--- src/rtl/tifc_pkg.sv ---
package tifc_pkg;
  typedef enum logic [1:0] {
    KIND_EN   = 2'd0,
    KIND_FLAG = 2'd1,
    KIND_DMA  = 2'd2,
    KIND_PRIO = 2'd3
  } reg_kind_e;

  // Event index f = 2*timer + (0 for compare A, 1 for compare B)
  function automatic int unsigned bit_of(input int unsigned f);
    int unsigned base;
    base = ((f / 2) % 2 == 1) ? 4 : 0;
    return base + ((f % 2 == 1) ? 2 : 3);
  endfunction

  function automatic int unsigned pair_of(input int unsigned f);
    return f / 4;
  endfunction
endpackage

--- src/rtl/tifc_factor_cell.sv ---
module tifc_factor_cell (
  input  logic clk,
  input  logic rst_n,
  input  logic evt,
  input  logic flag_mode,
  input  logic we_en,
  input  logic we_flag,
  input  logic we_dma,
  input  logic wbit,
  input  logic dma_done,
  output logic flag_q,
  output logic en_q,
  output logic dmaen_q,
  output logic pend_q
);
  logic flag_d;

  always_comb begin
    flag_d = flag_q;
    if (evt)
      flag_d = 1'b1;
    else if (we_flag)
      flag_d = flag_mode ? wbit : (flag_q & ~wbit);
  end

  always_ff @(posedge clk or negedge rst_n) begin
    if (!rst_n) begin
      flag_q  <= 1'b0;
      en_q    <= 1'b0;
      dmaen_q <= 1'b0;
      pend_q  <= 1'b0;
    end else begin
      flag_q <= flag_d;
      if (we_en)  en_q    <= wbit;
      if (we_dma) dmaen_q <= wbit;
      if (evt && dmaen_q) pend_q <= 1'b1;
      else if (dma_done)  pend_q <= 1'b0;
    end
  end
endmodule

--- src/rtl/tifc_bus_decode.sv ---
module tifc_bus_decode
  import tifc_pkg::*;
#(
  parameter int NF     = 20,
  parameter int NP     = 5,
  parameter int PRIO_W = 3,
  parameter int ADDR_W = 5
) (
  input  logic                 reg_wr,
  input  logic [ADDR_W-1:0]    reg_addr,
  input  logic [7:0]           reg_wdata,
  input  logic [NF-1:0]        en_q,
  input  logic [NF-1:0]        flag_q,
  input  logic [NF-1:0]        dmaen_q,
  input  logic [NP*PRIO_W-1:0] prio_q,
  output logic [NF-1:0]        we_en,
  output logic [NF-1:0]        we_flag,
  output logic [NF-1:0]        we_dma,
  output logic [NF-1:0]        wbit,
  output logic [NP-1:0]        we_prio,
  output logic [7:0]           reg_rdata
);
  localparam int PAIR_W = ADDR_W - 2;
  localparam logic [PAIR_W:0] NP_L = (PAIR_W+1)'(NP);

  reg_kind_e         kind;
  logic [PAIR_W-1:0] pair;
  logic              in_range;

  assign kind     = reg_kind_e'(reg_addr[ADDR_W-1 -: 2]);
  assign pair     = reg_addr[PAIR_W-1:0];
  assign in_range = ({1'b0, pair} < NP_L);

  for (genvar f = 0; f < NF; f++) begin : g_fw
    localparam int unsigned BP = bit_of(f);
    localparam int unsigned PP = pair_of(f);
    logic hit;
    assign hit        = reg_wr && in_range && (pair == PAIR_W'(PP));
    assign we_en[f]   = hit && (kind == KIND_EN);
    assign we_flag[f] = hit && (kind == KIND_FLAG);
    assign we_dma[f]  = hit && (kind == KIND_DMA);
    assign wbit[f]    = reg_wdata[BP];
  end

  for (genvar p = 0; p < NP; p++) begin : g_pw
    assign we_prio[p] = reg_wr && in_range && (pair == PAIR_W'(p)) && (kind == KIND_PRIO);
  end

  always_comb begin
    reg_rdata = 8'h00;
    if (in_range) begin
      if (kind == KIND_PRIO) begin
        for (int p = 0; p < NP; p++)
          if (pair == PAIR_W'(p))
            reg_rdata[PRIO_W-1:0] = prio_q[p*PRIO_W +: PRIO_W];
      end else begin
        for (int f = 0; f < NF; f++) begin
          if (pair == PAIR_W'(pair_of(f))) begin
            case (kind)
              KIND_EN:   reg_rdata[bit_of(f)] = en_q[f];
              KIND_FLAG: reg_rdata[bit_of(f)] = flag_q[f];
              default:   reg_rdata[bit_of(f)] = dmaen_q[f];
            endcase
          end
        end
      end
    end
  end
endmodule

--- src/rtl/tifc_req_gate.sv ---
module tifc_req_gate
  import tifc_pkg::*;
#(
  parameter int NF     = 20,
  parameter int NP     = 5,
  parameter int PRIO_W = 3
) (
  input  logic [NF-1:0]        flag_q,
  input  logic [NF-1:0]        en_q,
  input  logic [NF-1:0]        pend_q,
  input  logic [NP*PRIO_W-1:0] prio_q,
  input  logic [PRIO_W-1:0]    cpu_level,
  input  logic                 cpu_ie,
  input  logic                 higher_pending,
  output logic                 irq_req
);
  logic [NP-1:0] pair_ok;
  logic [NF-1:0] elig;

  for (genvar p = 0; p < NP; p++) begin : g_pp
    assign pair_ok[p] = prio_q[p*PRIO_W +: PRIO_W] > cpu_level;
  end

  for (genvar f = 0; f < NF; f++) begin : g_el
    assign elig[f] = flag_q[f] & en_q[f] & ~pend_q[f] & pair_ok[pair_of(f)];
  end

  assign irq_req = cpu_ie & ~higher_pending & (|elig);
endmodule

--- src/rtl/tmr_irq_ctrl.sv ---
module tmr_irq_ctrl #(
  parameter int NUM_TIMERS = 10,
  parameter int PRIO_W     = 3,
  parameter int ADDR_W     = 5
) (
  input  logic                    clk,
  input  logic                    rst_n,
  input  logic [NUM_TIMERS-1:0]   cmp_a_evt,
  input  logic [NUM_TIMERS-1:0]   cmp_b_evt,
  input  logic                    flag_mode,
  input  logic                    reg_wr,
  input  logic [ADDR_W-1:0]       reg_addr,
  input  logic [7:0]              reg_wdata,
  output logic [7:0]              reg_rdata,
  input  logic                    cpu_ie,
  input  logic [PRIO_W-1:0]       cpu_level,
  input  logic                    higher_pending,
  input  logic [2*NUM_TIMERS-1:0] dma_done,
  output logic [2*NUM_TIMERS-1:0] dma_req,
  output logic                    irq_req
);
  localparam int NF = 2 * NUM_TIMERS;
  localparam int NP = (NUM_TIMERS + 1) / 2;

  logic [NF-1:0]        flag_q, en_q, dmaen_q, pend_q;
  logic [NF-1:0]        we_en, we_flag, we_dma, wbit;
  logic [NP-1:0]        we_prio;
  logic [NP*PRIO_W-1:0] prio_q;

  tifc_bus_decode #(.NF(NF), .NP(NP), .PRIO_W(PRIO_W), .ADDR_W(ADDR_W)) u_dec (
    .reg_wr(reg_wr), .reg_addr(reg_addr), .reg_wdata(reg_wdata),
    .en_q(en_q), .flag_q(flag_q), .dmaen_q(dmaen_q), .prio_q(prio_q),
    .we_en(we_en), .we_flag(we_flag), .we_dma(we_dma), .wbit(wbit),
    .we_prio(we_prio), .reg_rdata(reg_rdata)
  );

  for (genvar f = 0; f < NF; f++) begin : g_cell
    logic evt;
    if (f % 2 == 0) begin : g_a
      assign evt = cmp_a_evt[f/2];
    end else begin : g_b
      assign evt = cmp_b_evt[f/2];
    end
    tifc_factor_cell u_cell (
      .clk(clk), .rst_n(rst_n), .evt(evt), .flag_mode(flag_mode),
      .we_en(we_en[f]), .we_flag(we_flag[f]), .we_dma(we_dma[f]),
      .wbit(wbit[f]), .dma_done(dma_done[f]),
      .flag_q(flag_q[f]), .en_q(en_q[f]), .dmaen_q(dmaen_q[f]), .pend_q(pend_q[f])
    );
  end

  for (genvar p = 0; p < NP; p++) begin : g_prio
    always_ff @(posedge clk or negedge rst_n) begin
      if (!rst_n)          prio_q[p*PRIO_W +: PRIO_W] <= '0;
      else if (we_prio[p]) prio_q[p*PRIO_W +: PRIO_W] <= reg_wdata[PRIO_W-1:0];
    end
  end

  tifc_req_gate #(.NF(NF), .NP(NP), .PRIO_W(PRIO_W)) u_gate (
    .flag_q(flag_q), .en_q(en_q), .pend_q(pend_q), .prio_q(prio_q),
    .cpu_level(cpu_level), .cpu_ie(cpu_ie), .higher_pending(higher_pending),
    .irq_req(irq_req)
  );

  assign dma_req = pend_q;
endmodule

--- config.mk ---
export PLATFORM = sky130hd
export DESIGN_NAME = tmr_irq_ctrl
export DESIGN_NICKNAME = d
export VERILOG_FILES = /design/src/rtl/tifc_pkg.sv /design/src/rtl/tifc_factor_cell.sv /design/src/rtl/tifc_bus_decode.sv /design/src/rtl/tifc_req_gate.sv /design/src/rtl/tmr_irq_ctrl.sv
export SDC_FILE = /design/constraint.sdc
export NUM_CORES = 1
export LEC_CHECK = 0
export BUFFER_PORTS_ARGS = -buffer_cell sky130_fd_sc_hd__buf_4
export CAP_MARGIN = 10
export CORE_ASPECT_RATIO = 1.2
export CORE_UTILIZATION = 35
export CTS_BUF_LIST = sky130_fd_sc_hd__clkbuf_16
export CTS_CLUSTER_DIAMETER = 150
export DETAILED_ROUTE_END_ITERATION = 12
export HOLD_SLACK_MARGIN = 0.02
export PLACE_DENSITY = 0.66
export SLEW_MARGIN = 20
export SYNTH_ARGS = -nofsm -noshare
export SYNTH_HDL_FRONTEND = slang
export SYNTH_SLANG_ARGS = --single-unit
--- constraint.sdc ---
create_clock -name clk -period 2.48 [get_ports clk]
set_input_delay 0.496 -clock clk [delete_from_list [all_inputs] [get_ports clk]]
set_output_delay 0.496 -clock clk [all_outputs]
set_load 0.01 [all_outputs]
==> key figures <==
Place
  – Cells after DPL: 746
  – HPWL Detailed: 10700 um
  – Buffers on Ports: 86
  – Placer Congestion: 0.8279
  – Dpl cell area: 5936 um^2

STA
  – Pins Over Slew Limit: 0
  – Setup_tns: -44.97 ps
  – Final worst-path cycle share: 101.8%
  – Final setup fails: 1
  – Final Hold Vio Count: 0
  – Post-layout min period: 2525 ps
  – Setup WS post-layout: -44.97 ps
  – Fmax: 396.0 MHz
  – RSZ-0062 raised after global routing: true
  – Layout Skew: 7.600 ps

Synthesis
  – Yosys warns: 0
  – Leading area contributor after synthesis: dfrtp_1
  – Register area share after synthesis: 45.40%
  – Synth cell types: 42
  – Number of flops mapped to enable cells by yosys: 0
  – Synth Cell Area: 5236 um^2
  – Top post-synthesis cells by area: dfrtp_1 45%, mux2_2 14%, o21ai_0 4.9%
  – Most frequent cell after synthesis: dfrtp_1
  – Synth Register Bits: 95
  – Asr flop ratio synth: 100.0%
  – Most frequent cells after synthesis: 95 x dfrtp_1, 66 x mux2_2, 65 x nand2_1, 51 x o21ai_0, 33 x inv_1
  – Main synth FF type: dfrtp_1
  – Syn Inst Count: 491
  – Synth top area share: 45.40%
  – Synthesized area per cell: 10.66 um^2

Worst hold path
  – Hold Crit Class: input port to async pin

Final layout
  – Fillers: 1405
  – Number of diodes: 0
  – Finished Layout Cells: 769
  – Nets: 641
  – Area grow syn2layout: 20.88%
  – Fin area: 6330 um^2
  – Layout cell share with drive strength beyond 1: 35.85%

Critical path
  – FF-to-FF Start: g_cell[5].u_cell.flag_q
  – Crit path launch type: input port
  – Critical path peak fanout: 5
  – Setup Crit Path Kind: input port to output pin
  – R2r setup slk: 1390 ps
  – WP data required: 1980 ps
  – CP arrival: 2030 ps
  – R2r endpoint: g_cell[5].u_cell.flag_q
  – Reg2reg path depth: 3
  – Crit. End Element: output pin

Clock network
  – CTS Buf Count: 9
  – H-tree levels: 3
  – Worst skew pair latency: 350 ps
  – Cts hold-fix bufs: 0
  – CTS clk-pin slew, worst paths: 70 ps
  – CTS tree: built
  – Clock buffer depth: 2
  – CTS root buf: clkbuf_16
  – CTS sink cnt: 95

Floorplan
  – Initial Util: 36.18%
  – DIE WIDTH: 113.7 um
  – Die area: 15460 um^2
  – Core area: 14470 um^2
  – Die Ht: 136.0 um
  – I/O pin count: 91
  – Rows: 48

Global routing
  – Grt ovf: 0
  – First-pass GRT wire length: 22500 um
  – Largest net degree at the start of global routing: 46
  – Initial antenna violation count: 0
  – Tot GR Track Use: 19.28%
  – Number of global-route vias before repair: 4217

Drt
  – 1st-iter DRT viols: 281
  – Detailed-route wire length: 14250 um
  – DRC violations left: 0
  – Routed via count: 4089
  – Vias per cell: 5.317
  – Post-DRT Antenna Nets: 0
  – DRT Pass-1 Iters: 4
  – WL/cell: 18.53 um

Power and ir drop
  – Total Power: 4.408 mW
  – Power Dens Cells: 696.4 nW/um^2
  – Leak: 2.825 nW
  – Worst IR Drop VDD: 0.0002853 V

Run
  – Max cap viols: 0

Status
  – Outcome: finished with violations
  – Failing checks: negative setup slack
==> per-stage QoR <==
stage                     hold slack [ps]  util, %  setup WS (ps)
after CTS                           22.11    43.55         -31.41
after global routing                34.44    43.73         -100.5
after global placement              398.2    41.01         -41.73
final                               27.78    43.73         -44.97
after detailed placement            399.2    41.01         -78.80
after floorplan                     200.4        -          279.6
==> how the worst max path moves through the flow <==
stage	startpoint	endpoint	slack, ps	cells past startpoint
3_5_place_dp	cpu_level[1]	irq_req	-80	9
4_1_cts	cpu_level[1]	irq_req	-30	8
2_1_floorplan	cpu_level[1]	irq_req	280	7
6_report	cpu_level[1]	irq_req	-40	8
3_3_place_gp	cpu_level[1]	irq_req	-40	9
5_1_grt	cpu_level[1]	irq_req	-100	8
==> logic make-up (layout without fill, tap and decap cells) <==
kind of cell / count (synthesis) / in the layout / share of synthesized area (%)
muxes: 84 / 84 / 19.07
adders and majority gates: 15 / 15 / 3.584
AOI/OAI and AO/OA: 118 / 118 / 14.62
other: 1 / 2 / 0.07162
and+or+nand+nor: 103 / 103 / 9.534
DFF: 95 / 95 / 45.40
buffers and inverters: 75 / 152 / 7.718
==> layout by cell type (no fill, tap or decap), drive strengths merged, types with 9 or more instances in the layout <==
cell type    n
mux2        66
mux2i       12
a21oi       10
inv         35
nand2       65
clkbuf       9
dfrtp       95
buf        101
a221o       20
ha          15
o21ai       52
nor2        13
o22ai       13
==> registers in the layout, indices dropped and copies added (netlist names) <==
signal and cells:
g_cell.u_cell.en_q 20, g_cell.u_cell.dmaen_q 20, g_cell.u_cell.pend_q 20, g_cell.u_cell.flag_q 20
prio_q 15
==> worst max-delay path, stage by stage <==
cell        delay [ps]
buf_4               90
clkinvlp_4         160
ha_1               350
a21o_1             160
a21oi_1            170
o22ai_1            110
o311a_1            350
buf_4              140
==> layer usage <==
metal	GRT usage, %	up-vias	part of all wire (%)
met4	8.187	0	2.9
met2	31.94	150	50
li1	-	1876	-
met1	24.39	2038	42
met3	3.968	25	5.3
met5	0	-	0
==> where the power goes <==
part / switching, mW / leakage, nW / internal, mW
combinational: 0.495 / 1.55 / 0.552
clock: 0.587 / 0.136 / 0.772
sequential: 0.210 / 1.14 / 1.79
==> cell type report <==
class | count | area (um^2) | area share, %
Clock buffer | 9 | 225.2 | 3.558
Clock inverter | 7 | 65.06 | 1.028
Inverter | 35 | 135.1 | 2.135
Multi-Input combinational cell | 322 | 2499 | 39.47
Sequential cell | 95 | 2377 | 37.56
Tap cell | 200 | 250.2 | 3.953
Timing Repair Buffer | 101 | 778.2 | 12.29
==> what timing repair did <==
item / 4_1_cts / 5_1_grt
gates resized for setup: 6 / 3
buffers inserted: 5 / 2
pin swaps: 2 / 3
cloned: 0 / 0
endpoints found under the setup margin: 2 / 2
Note: power is estimated with default switching activity, not from simulation.
